[src/rtl/scanseq_pkg.sv]
package scanseq_pkg;

   typedef enum logic [2:0] {
      SQ_IDLE   = 3'd0,
      SQ_LOAD   = 3'd1,
      SQ_SEDROP = 3'd2,
      SQ_LAUNCH = 3'd3,
      SQ_CAPT   = 3'd4,
      SQ_UNLOAD = 3'd5,
      SQ_DONE   = 3'd6
   } sq_state_e;

   typedef enum logic {
      PM_STUCK = 1'b0,
      PM_TRANS = 1'b1
   } pat_mode_e;

   function automatic logic is_shift(sq_state_e s);
      return (s == SQ_LOAD) || (s == SQ_UNLOAD);
   endfunction

endpackage

[src/rtl/scanseq_shift_ctr.sv]
module scanseq_shift_ctr #(
   parameter int LEN = 8,
   parameter int CW  = 3
) (
   input  logic          clk,
   input  logic          rst_n,
   input  logic          load,
   input  logic          dec,
   output logic [CW-1:0] cnt,
   output logic          last
);

   localparam logic [CW-1:0] TOP = CW'(LEN - 1);

   always_ff @(posedge clk or negedge rst_n) begin
      if (!rst_n)
         cnt <= '0;
      else if (load)
         cnt <= TOP;
      else if (dec && (cnt != '0))
         cnt <= cnt - 1'b1;
   end

   assign last = (cnt == '0);

   // a phase starts from the top count
   p_load_top_r9: assert property (@(posedge clk) disable iff (!rst_n)
      load |=> (cnt == TOP));

   // one step down per shift cycle
   p_step_down_r9: assert property (@(posedge clk) disable iff (!rst_n)
      (dec && !load && !last) |=> (cnt == $past(cnt) - 1'b1));

endmodule

[src/rtl/scanseq_fsm.sv]
module scanseq_fsm
   import scanseq_pkg::*;
(
   input  logic clk,
   input  logic rst_n,
   input  logic start,
   input  logic mode_in,
   input  logic cnt_last,
   output logic load_cnt,
   output logic dec_cnt,
   output logic in_unload,
   output logic scan_en,
   output logic cap_en,
   output logic pi_update,
   output logic mem_hold,
   output logic done,
   output logic chain_test
);

   sq_state_e state_q, state_d;
   pat_mode_e mode_q, mode_d;
   logic      ct_q, ct_d;
   logic      ct_pend;

   always_comb begin
      state_d = state_q;
      mode_d  = mode_q;
      ct_d    = ct_q;
      unique case (state_q)
         SQ_IDLE: begin
            if (start) begin
               state_d = SQ_LOAD;
               mode_d  = pat_mode_e'(mode_in);
               ct_d    = ct_pend;
            end
         end
         SQ_LOAD: begin
            if (cnt_last)
               state_d = ct_q ? SQ_UNLOAD : SQ_SEDROP;
         end
         SQ_SEDROP: state_d = (mode_q == PM_TRANS) ? SQ_LAUNCH : SQ_CAPT;
         SQ_LAUNCH: state_d = SQ_CAPT;
         SQ_CAPT:   state_d = SQ_UNLOAD;
         SQ_UNLOAD: begin
            if (cnt_last) begin
               if (!ct_q && start) begin
                  state_d = SQ_SEDROP;
                  mode_d  = pat_mode_e'(mode_in);
               end else begin
                  state_d = SQ_DONE;
               end
            end
         end
         SQ_DONE: begin
            state_d = SQ_IDLE;
            ct_d    = 1'b0;
         end
         default: state_d = SQ_IDLE;
      endcase
   end

   assign load_cnt  = is_shift(state_d) && (state_d != state_q);
   assign dec_cnt   = is_shift(state_q);
   assign in_unload = (state_q == SQ_UNLOAD);

   always_ff @(posedge clk or negedge rst_n) begin
      if (!rst_n) begin
         state_q    <= SQ_IDLE;
         mode_q     <= PM_STUCK;
         ct_q       <= 1'b0;
         ct_pend    <= 1'b1;
         scan_en    <= 1'b0;
         cap_en     <= 1'b0;
         pi_update  <= 1'b0;
         mem_hold   <= 1'b0;
         done       <= 1'b0;
      end else begin
         state_q    <= state_d;
         mode_q     <= mode_d;
         ct_q       <= ct_d;
         if ((state_q == SQ_UNLOAD) && cnt_last && ct_q)
            ct_pend <= 1'b0;
         scan_en    <= is_shift(state_d);
         cap_en     <= (state_d == SQ_LAUNCH) || (state_d == SQ_CAPT);
         pi_update  <= (state_d == SQ_LAUNCH) ||
                       ((state_d == SQ_SEDROP) && (mode_d == PM_STUCK));
         mem_hold   <= is_shift(state_d) || (state_d == SQ_SEDROP);
         done       <= (state_d == SQ_DONE);
      end
   end

   assign chain_test = ct_q;

   // shift and pulse never overlap
   p_no_se_with_pulse_r6: assert property (@(posedge clk) disable iff (!rst_n)
      cap_en |-> !scan_en);

   // scan enable already low one cycle ahead of the first pulse
   p_se_low_before_pulse_r6: assert property (@(posedge clk) disable iff (!rst_n)
      (cap_en && !$past(cap_en)) |-> !$past(scan_en));

   // memory writes blocked whenever the chain moves
   p_hold_in_shift_r8: assert property (@(posedge clk) disable iff (!rst_n)
      scan_en |-> mem_hold);

   // hold released for the pulses
   p_hold_off_pulse_r8: assert property (@(posedge clk) disable iff (!rst_n)
      cap_en |-> !mem_hold);

   // transition patterns pulse twice in a row
   p_trans_pair_r5: assert property (@(posedge clk) disable iff (!rst_n)
      (cap_en && !$past(cap_en) && (mode_q == PM_TRANS)) |=> cap_en);

   // stuck-at patterns pulse once
   p_stuck_single_r4: assert property (@(posedge clk) disable iff (!rst_n)
      (cap_en && (mode_q == PM_STUCK)) |=> !cap_en);

   // the integrity run never pulses
   p_ct_no_pulse_r2: assert property (@(posedge clk) disable iff (!rst_n)
      chain_test |-> !cap_en);

   // done lasts one cycle
   p_done_pulse_r13: assert property (@(posedge clk) disable iff (!rst_n)
      done |=> !done);

   // the mode register moves only where a pattern begins
   p_mode_held_r11: assert property (@(posedge clk) disable iff (!rst_n)
      ((state_q != SQ_IDLE) && (state_q != SQ_UNLOAD)) |=> (mode_q == $past(mode_q)));

endmodule

[src/rtl/scanseq_chain_chk.sv]
module scanseq_chain_chk #(
   parameter int LEN      = 8,
   parameter int CW       = 3,
   parameter int PAT_KIND = 0
) (
   input  logic          clk,
   input  logic          rst_n,
   input  logic          ct_active,
   input  logic          unload,
   input  logic [CW-1:0] cnt,
   input  logic          chain_so,
   output logic          pat_bit,
   output logic          err
);

   logic [CW-1:0] idx;
   assign idx = CW'(LEN - 1) - cnt;

   generate
      if (PAT_KIND == 0) begin : g_pairs
         assign pat_bit = ((idx % 4) >= 2);
      end else if (PAT_KIND == 1) begin : g_alternate
         assign pat_bit = ((idx % 2) == 1);
      end else begin : g_parity
         assign pat_bit = ^idx;
      end
   endgenerate

   always_ff @(posedge clk or negedge rst_n) begin
      if (!rst_n)
         err <= 1'b0;
      else if (ct_active && unload && (chain_so != pat_bit))
         err <= 1'b1;
   end

   // the flag is sticky
   p_err_sticky_r3: assert property (@(posedge clk) disable iff (!rst_n)
      err |=> err);

   // the flag rises only from an integrity-run unload cycle
   p_err_source_r3: assert property (@(posedge clk) disable iff (!rst_n)
      $rose(err) |-> $past(ct_active && unload));

endmodule

[src/rtl/scan_pattern_sequencer.sv]
module scan_pattern_sequencer #(
   parameter int CHAIN_LEN = 8,
   parameter int PAT_KIND  = 0
) (
   input  logic                         clk,
   input  logic                         rst_n,
   input  logic                         start,
   input  logic                         mode,
   input  logic                         scan_in,
   input  logic                         chain_so,
   output logic                         chain_si,
   output logic                         scan_out,
   output logic                         scan_en,
   output logic                         cap_en,
   output logic                         pi_update,
   output logic                         mem_we_hold,
   output logic [$clog2(CHAIN_LEN)-1:0] shift_cnt,
   output logic                         shift_last,
   output logic                         chain_test,
   output logic                         done,
   output logic                         chain_err
);

   localparam int CW = $clog2(CHAIN_LEN);

   generate
      if (CHAIN_LEN < 4) begin : g_len_check
         $error("CHAIN_LEN must be at least 4");
      end
      if ((PAT_KIND < 0) || (PAT_KIND > 2)) begin : g_kind_check
         $error("PAT_KIND must be 0, 1 or 2");
      end
   endgenerate

   logic load_cnt, dec_cnt, in_unload, cnt_last, pat_bit;

   scanseq_fsm u_fsm (
      .clk        (clk),
      .rst_n      (rst_n),
      .start      (start),
      .mode_in    (mode),
      .cnt_last   (cnt_last),
      .load_cnt   (load_cnt),
      .dec_cnt    (dec_cnt),
      .in_unload  (in_unload),
      .scan_en    (scan_en),
      .cap_en     (cap_en),
      .pi_update  (pi_update),
      .mem_hold   (mem_we_hold),
      .done       (done),
      .chain_test (chain_test)
   );

   scanseq_shift_ctr #(.LEN(CHAIN_LEN), .CW(CW)) u_ctr (
      .clk   (clk),
      .rst_n (rst_n),
      .load  (load_cnt),
      .dec   (dec_cnt),
      .cnt   (shift_cnt),
      .last  (cnt_last)
   );

   scanseq_chain_chk #(.LEN(CHAIN_LEN), .CW(CW), .PAT_KIND(PAT_KIND)) u_chk (
      .clk       (clk),
      .rst_n     (rst_n),
      .ct_active (chain_test),
      .unload    (in_unload),
      .cnt       (shift_cnt),
      .chain_so  (chain_so),
      .pat_bit   (pat_bit),
      .err       (chain_err)
   );

   assign shift_last = cnt_last;
   assign chain_si   = chain_test ? pat_bit : scan_in;
   assign scan_out   = chain_so;

endmodule

[config.mk]
export PLATFORM = sky130hd
export DESIGN_NAME = scan_pattern_sequencer
export DESIGN_NICKNAME = d
export VERILOG_FILES = /design/src/rtl/scanseq_pkg.sv /design/src/rtl/scanseq_shift_ctr.sv /design/src/rtl/scanseq_fsm.sv /design/src/rtl/scanseq_chain_chk.sv /design/src/rtl/scan_pattern_sequencer.sv
export SDC_FILE = /design/constraint.sdc
export NUM_CORES = 1
export LEC_CHECK = 0
export BUFFER_PORTS_ARGS = -buffer_cell sky130_fd_sc_hd__clkbuf_2
export CAP_MARGIN = 40
export CORE_MARGIN = 3
export CORE_UTILIZATION = 50
export CTS_CLUSTER_DIAMETER = 120
export DETAILED_ROUTE_END_ITERATION = 7
export PLACE_DENSITY = 0.76
export SYNTH_ARGS = -nofsm -noshare
export SYNTH_HDL_FRONTEND = slang
export SYNTH_SLANG_ARGS = --single-unit
[constraint.sdc]
create_clock -name clk -period 2.19 [get_ports clk]
set_clock_uncertainty 0.1 [all_clocks]
set_input_delay 0.438 -clock clk [delete_from_list [all_inputs] [get_ports clk]]
set_output_delay 0.438 -clock clk [all_outputs]
set_load 0.1 [all_outputs]
==> results of run 1 <==
==> final cells by class <==
| class | count | area (um2) |
|---|---|---|
| fill | 107 | 425 |
| clock buffer | 4 | 26.3 |
| inverter | 7 | 30.0 |
| sequential | 15 | 387 |
| timing repair buffer | 19 | 130 |
| multi-input combinational | 50 | 349 |
| tap | 15 | 18.8 |
==> registers in the layout (all words and copies together) (netlist names) <==
name / cells
u_ctr.cnt: 3
u_fsm.state_q: 3
u_chk.err: 1
u_fsm.cap_en: 1
u_fsm.chain_test: 1
u_fsm.ct_pend: 1
u_fsm.done: 1
u_fsm.mem_hold: 1
u_fsm.mode_q: 1
u_fsm.pi_update: 1
u_fsm.scan_en: 1
==> worst paths after layout <==
kind                                     from          endpoint
worst max-delay path             u_ctr.cnt[0]          chain_si
worst min-delay path                     mode      u_fsm.mode_q
worst max register to register   u_ctr.cnt[1]   u_fsm.pi_update
worst min register to register  u_fsm.ct_pend     u_fsm.ct_pend
max in group asynchronous               rst_n     u_fsm.ct_pend
min in group asynchronous               rst_n  u_fsm.state_q[2]
==> stage by stage <==
step                      utilization [%]  area [um2]
after floorplan                         -         788
after global placement               66.2         905
after detailed placement             66.2         905
after CTS                            68.9         941
after global routing                 68.9         941
final                                68.9         941
==> per-layer routing <==
layer	vias to the layer above	global-route usage [%]	part of all wire, %
met5	-	0	0
met3	5	2.79	5.9
met4	0	8.77	1.9
met2	20	28.8	47
met1	272	24.0	45
li1	296	-	-
==> cells in the final DEF, fill, tap and decap left out, drive strengths merged, types with 2 or more instances in the layout <==
cell	Yosys	routed
nand2b	3	3
nand3b	2	2
nor2b	4	4
nand2	8	8
nand3	2	2
o21ai	5	5
inv	7	6
nor2	5	5
ha	3	3
clkbuf	0	20
buf	4	2
xnor2	2	2
a21oi	2	2
dfrtp	14	14
==> kinds of logic (layout without fill, tap and decap cells) <==
kind of cell,count (synthesis),in the layout,share of synthesized area [%]
and+or+nand+nor,28,28,19.6
AOI/OAI and AO/OA,15,15,14.1
DFF,15,15,49.5
buffers and inverters,11,30,6.41
adders and majority gates,3,3,4.93
xor gates and xnor gates,3,3,3.45
muxes,1,1,1.97
==> repair_timing <==
action / 4_1_cts / 5_1_grt
setup buffers: 0 / 0
setup endpoints to repair: 0 / 0
hold endpoints to repair: 14 / 0
hold buffers: 1 / 0
==> impl_metrics.ini, run 1 <==
[cts]
insertion_delay_ns = 0.29
cts-root-buf = clkbuf_4
htreeDepth = 1
clock_sinks = 15
clkSlewWorstSetupHoldPaths_ns = 0.09
cts_tree = yes
clockBufferDepth = 2
cts_made_buffers = 3
cts_resized = 0

[synth]
ys_seq_elements = 15
synth_seq_area_share_pct = 49.5
ys_warn_count = 0
yosys.area.top_type = dfrtp_1
avgSynthCellArea_um2 = 10.0
yosysMostFrequentCell = dfrtp_1
synth_common_cells = dfrtp_1 (14), nand2_1 (8), inv_1 (7), nor2_1 (5), nor2b_1 (4)
syn_inst = 76
async_reset_ff_share_pct = 100
synth_edf_count = 0
mappedNetlistArea_um2 = 761
synth_top_cells_by_area = dfrtp_1 (46%), ha_1 (4.9%), nand2_1 (3.9%)
synth.net_count = 85
ys_dominant_reg_cell = dfrtp_1
post_synth_num_cell_types = 31
synth_top_area_share_pct = 46.1

[cells_and_area]
n_antenna_cell = 0
finalNonFillerCells = 110
drive_gt1_share_pct = 34.7
synthToLayoutAreaGrowth_pct = 23.7
nets = 105

[floorplan]
ioPinCount = 19
start_util_pct = 55.7
rows = 13
fp.dieH_um = 45.0
core_mm2 = 0.00137
dieArea_mm2 = 0.00203
die_w_um = 45.0

[place]
io_buffers = 18
gp_congestion = 0.815
dp_slack_ns = 0.310
place_inst = 105

[drt]
drc = 0
first_pass_iters = 4
dr.first_iter.drc_count = 13
postRouteAntennaNets = 0
viasPerCell = 5.39
vias = 593
postRouteWirelength_mm = 1.55
avgRoutedWirePerCell_um = 14.0

[sta]
layout_setup_ws_ns = 0.0969
fin_tns_setup_ns = 0
finalCritPeriodShare_pct = 95.6
max_slew.worst_pin.slew_ns = 0.547
max_slew_margin_pct = 63.7
hold_viol = 0
period_needed_ns = 2.09
slew_violations = 0
whs_ns = 0.304
fmax_mhz = 478
rsz0062_at_grt = false
finalSetupViolCount = 0

[worst_hold_path]
min_path_type = in -> reg
min_path_cells = 2

[worst_setup_path]
critPathSlowestCell = dfrtp_4
cp_max_fo = 3
arrival_ns = 1.56
crit_path_start_kind = register
critPathKind = reg -> out
critPathTopFamily = flip-flops
crit_cells = 4
reg2reg_slack_ns = 0.29
critPathRequiredTime_ns = 1.65
cpPeakStageDelay_ns = 0.49
worst_setup_path_end_kind = output pin
crit_path_cell_trace = ha_1, nor2_1, a21oi_4, buf_12
r2r_cells = 6
critPathBufInv = 1

[global_routing]
grt_pass1_wl_mm = 2.62
grt_antenna_before_repair = 0
grt_usage_pct = 18.1
grt.overflow.total = 0
grt_pass1_vias = 579
grt_max_degree = 16

[status]
status = complete, no violations

[run]
maxCapViolCount = 0
Power of run 1 is left out: the tool's default activity adds up to more than one toggle a clock period on the data nets, which glitch-free logic cannot reach.
==> run 2: changes to the inputs <==
--- a/config.mk
+++ b/config.mk
@@ -5,13 +5,12 @@
 export SDC_FILE = /design/constraint.sdc
 export NUM_CORES = 1
 export LEC_CHECK = 0
-export BUFFER_PORTS_ARGS = -buffer_cell sky130_fd_sc_hd__clkbuf_2
-export CAP_MARGIN = 40
 export CORE_MARGIN = 3
-export CORE_UTILIZATION = 50
+export CORE_UTILIZATION = 54
 export CTS_CLUSTER_DIAMETER = 120
 export DETAILED_ROUTE_END_ITERATION = 7
-export PLACE_DENSITY = 0.76
+export DONT_BUFFER_PORTS = 1
+export PLACE_DENSITY = 0.69
 export SYNTH_ARGS = -nofsm -noshare
 export SYNTH_HDL_FRONTEND = slang
 export SYNTH_SLANG_ARGS = --single-unit
==> impl_metrics.ini, run 2 (same netlist as run 1, synthesis figures left out) <==
[sta]
whs_ns = 0.231
rsz0062_at_grt = false
slew_violations = 0
max_slew.worst_pin.slew_ns = 0.890
hold_viol = 0
max_slew_margin_pct = 40.7
finalSetupViolCount = 0
finalCritPeriodShare_pct = 94.2
period_needed_ns = 2.06
fmax_mhz = 485
fin_tns_setup_ns = 0

[worst_setup_path]
worst_setup_path_end_kind = output pin
arrival_ns = 1.53
critPathKind = reg -> out
cp_max_fo = 3
critPathRequiredTime_ns = 1.65
crit_path_start_kind = register

[cells_and_area]
nets = 99
fin_area_um2 = 936
n_antenna_cell = 0
reg_top3 = u_ctr.cnt: 3 flops, u_fsm.state_q: 3 flops
finalNonFillerCells = 103
synthToLayoutAreaGrowth_pct = 23.0
mostFrequentLayoutCells = buf_4 (10), dfrtp_1 (10), nand2_1 (8)
drive_gt1_share_pct = 31.5

[drt]
first_pass_iters = 4
drc = 0
postRouteWirelength_mm = 1.52
viasPerCell = 5.63
avgRoutedWirePerCell_um = 14.7
vias = 580
dr.first_iter.drc_count = 15
postRouteAntennaNets = 0

[cts]
clockBufferDepth = 2
htreeDepth = 1
cts_made_buffers = 3
cts-root-buf = clkbuf_4
clock_sinks = 15
clkSlewWorstSetupHoldPaths_ns = 0.09
cts_tree = yes
insertion_delay_ns = 0.28
cts_resized = 0
post-cts-setup-buffers = 0

[global_routing]
grt_max_degree = 16
grt_antenna_before_repair = 0
grt_pass1_wl_mm = 2.52
grt_pass1_vias = 556
grt.overflow.total = 0
grt_usage_pct = 17.9

[run]
maxCapViolCount = 0

[place]
placed_area_um2 = 898
dp_hpwl_mm = 1.16
place_inst = 98
io_buffers = 0
gp_congestion = 0.834

[floorplan]
ioPinCount = 19
core_mm2 = 0.00122
fp.dieH_um = 43.5
start_util_pct = 62.6
dieArea_mm2 = 0.00190
rows = 12
die_w_um = 43.5

[worst_hold_path]
min_path_type = in -> reg

[status]
status = complete, no violations
==> run 2: cell types whose count changed in the layout (fill, tap and decap cells not counted), sizes merged <==
cell	delta
clkinv	+1
clkbuf	-17
buf	+10
==> run 2: critical path, stage by stage (launching register included) <==
cell and delay, ns:
dfrtp_4 0.50, ha_1 0.20, nor2_1 0.27, a21oi_4 0.11, buf_12 0.17
==> run 2: metal layers <==
layer / track usage, % / wire length (um)
met5: 0 / 0
met4: 7.23 / 9
met3: 2.49 / 61
met2: 27.4 / 738
met1: 25.5 / 709
==> run 2: path summary, 6_finish.rpt <==
check,startpoint,end,slack (ns),cells past startpoint
min,mode,u_fsm.mode_q,0.23,1
min reg2reg,u_fsm.ct_pend,u_fsm.ct_pend,0.35,2
min in group asynchronous,rst_n,u_ctr.cnt[1],0.52,1
max reg2reg,u_ctr.cnt[0],u_fsm.pi_update,0.20,6
max,u_ctr.cnt[0],chain_si,0.13,4
max in group asynchronous,rst_n,u_ctr.cnt[0],0.98,1
==> run 2: layout make-up <==
| type | instances | area, um2 |
|---|---|---|
| clock buffers | 3 | 22.5 |
| well taps | 14 | 17.5 |
| flip-flops and latches | 15 | 387 |
| multi-input cells | 50 | 349 |
| repair buffers | 13 | 125 |
| inverters | 7 | 30.0 |
| clock inverters | 1 | 5.00 |
| fillers | 78 | 280 |
==> run 2: timing repair <==
item                                   in CTS  in global routing
endpoints found under the hold margin      15                  0
setup endpoints to repair                   0                  0
hold buffers                                1                  0
==> run 2: stage by stage <==
stage	utilization, %	setup slack [ns]
finish	77.0	0.127
global route	77.0	0.0757
CTS	77.0	0.128
detailed placement	73.9	0.258
global placement	73.9	0.332
floorplan	-	0.0222
Power of run 2 is left out for the same reason.
==> run 3: changes to the inputs <==
--- a/config.mk
+++ b/config.mk
@@ -10,7 +10,7 @@
 export CTS_CLUSTER_DIAMETER = 120
 export DETAILED_ROUTE_END_ITERATION = 7
 export DONT_BUFFER_PORTS = 1
-export PLACE_DENSITY = 0.69
+export PLACE_DENSITY = 0.71
 export SYNTH_ARGS = -nofsm -noshare
 export SYNTH_HDL_FRONTEND = slang
 export SYNTH_SLANG_ARGS = --single-unit
==> impl_metrics.ini, run 3 (same netlist as run 1, synthesis figures left out) <==
[cells_and_area]
final_common_cell = dfrtp_1
n_fill_cell = 87
mostFrequentLayoutCells = dfrtp_1 (10), buf_4 (9), nand2_1 (8)
drive_gt1_share_pct = 29.5
finalNonFillerCells = 102
reg_top3 = u_ctr.cnt: 3 flops, u_fsm.state_q: 3 flops
synthToLayoutAreaGrowth_pct = 21.9
nets = 98
n_antenna_cell = 0

[worst_setup_path]
reg2reg_slack_ns = 0.26
worst_setup_path_end_kind = output pin
cpPeakStageDelay_ns = 0.50
critPathSlowestCell = dfrtp_4
crit_path_cell_trace = inv_2, ha_2, nand2b_1, clkinvlp_4, buf_12
critPathKind = reg -> out
crit_path_start_kind = register
arrival_ns = 1.51
critPathRequiredTime_ns = 1.65
cp_max_fo = 4

[status]
status = complete, no violations

[global_routing]
grt_pass1_wl_mm = 2.57
grt_usage_pct = 18.0
grt.overflow.total = 0
grt_pass1_vias = 556
grt_antenna_before_repair = 0
grt_max_degree = 16

[worst_hold_path]
min_path_type = in -> reg

[floorplan]
core_mm2 = 0.00122
rows = 12
fp.dieH_um = 43.5
dieArea_mm2 = 0.00190
ioPinCount = 19
start_util_pct = 62.6
die_w_um = 43.5

[place]
dp_slack_ns = 0.302
io_buffers = 0
place_inst = 97
gp_congestion = 0.803
dp_hpwl_mm = 1.18

[drt]
avgRoutedWirePerCell_um = 15.1
first_pass_iters = 4
postRouteWirelength_mm = 1.54
vias = 580
postRouteAntennaNets = 0
drc = 0
dr.first_iter.drc_count = 40
viasPerCell = 5.69

[sta]
fmax_mhz = 487
fin_tns_setup_ns = 0
rsz0062_at_grt = false
hold_viol = 0
max_slew_margin_pct = 40.4
finalSetupViolCount = 0
finalCritPeriodShare_pct = 93.7
max_slew.worst_pin.slew_ns = 0.893
period_needed_ns = 2.05
layout_setup_ws_ns = 0.137
slew_violations = 0

[cts]
hold_buffers = 1
cts_resized = 0
cts_tree = yes
post-cts-setup-buffers = 0
cts-root-buf = clkbuf_4
insertion_delay_ns = 0.28
clock_sinks = 15
htreeDepth = 1
cts_made_buffers = 3
clkSlewWorstSetupHoldPaths_ns = 0.09
clockBufferDepth = 2

[run]
maxCapViolCount = 0
## run 3: changes by cell type in the layout (fill, tap and decap cells not counted), sizes merged
cell and change:
clkinv -1, clkbuf +1, buf -1
## run 3: critical path: cells and delay by family (launching register included)
family	cells	cell delay, ns
adders and majority gates	1	0.20
buffers and inverters	3	0.41
DFF	1	0.50
and+or+nand+nor	1	0.12
## run 3: through the flow
step / util (%) / instance area [um2] / hold slack [ns]
after global placement: 73.3 / 891 / 0.0428
after detailed placement: 73.3 / 891 / 0.0428
after floorplan: - / 788 / 0.0424
after global routing: 76.2 / 927 / 0.213
final: 76.2 / 927 / 0.228
after CTS: 76.2 / 927 / 0.227
## run 3: final cells by class
cell class | instances | area (um2) | share of cell area, %
Sequential cell | 15 | 387 | 41.7
Tap cell | 14 | 17.5 | 1.89
Clock buffer | 4 | 26.3 | 2.83
Multi-Input combinational cell | 50 | 349 | 37.7
Timing Repair Buffer | 12 | 118 | 12.7
Inverter | 7 | 30.0 | 3.24
## run 3: per-layer routing
metal  vias up  wire (um)  global-route usage [%]
met2        17        719                    25.7
met4         0          0                    3.61
li1        284          -                       -
met3         0         80                    4.98
met5         -          0                       0
met1       279        744                    27.3
## run 3: path summary, 6_finish.rpt
check                                   start               to  cells after the start
worst max-delay path             u_ctr.cnt[0]       shift_last                      5
worst min-delay path                     mode     u_fsm.mode_q                      1
worst max register to register   u_ctr.cnt[0]  u_fsm.pi_update                      6
worst min register to register  u_fsm.ct_pend    u_fsm.ct_pend                      2
max in group asynchronous               rst_n     u_ctr.cnt[1]                      1
min in group asynchronous               rst_n     u_ctr.cnt[0]                      1
Power of run 3 is left out for the same reason.
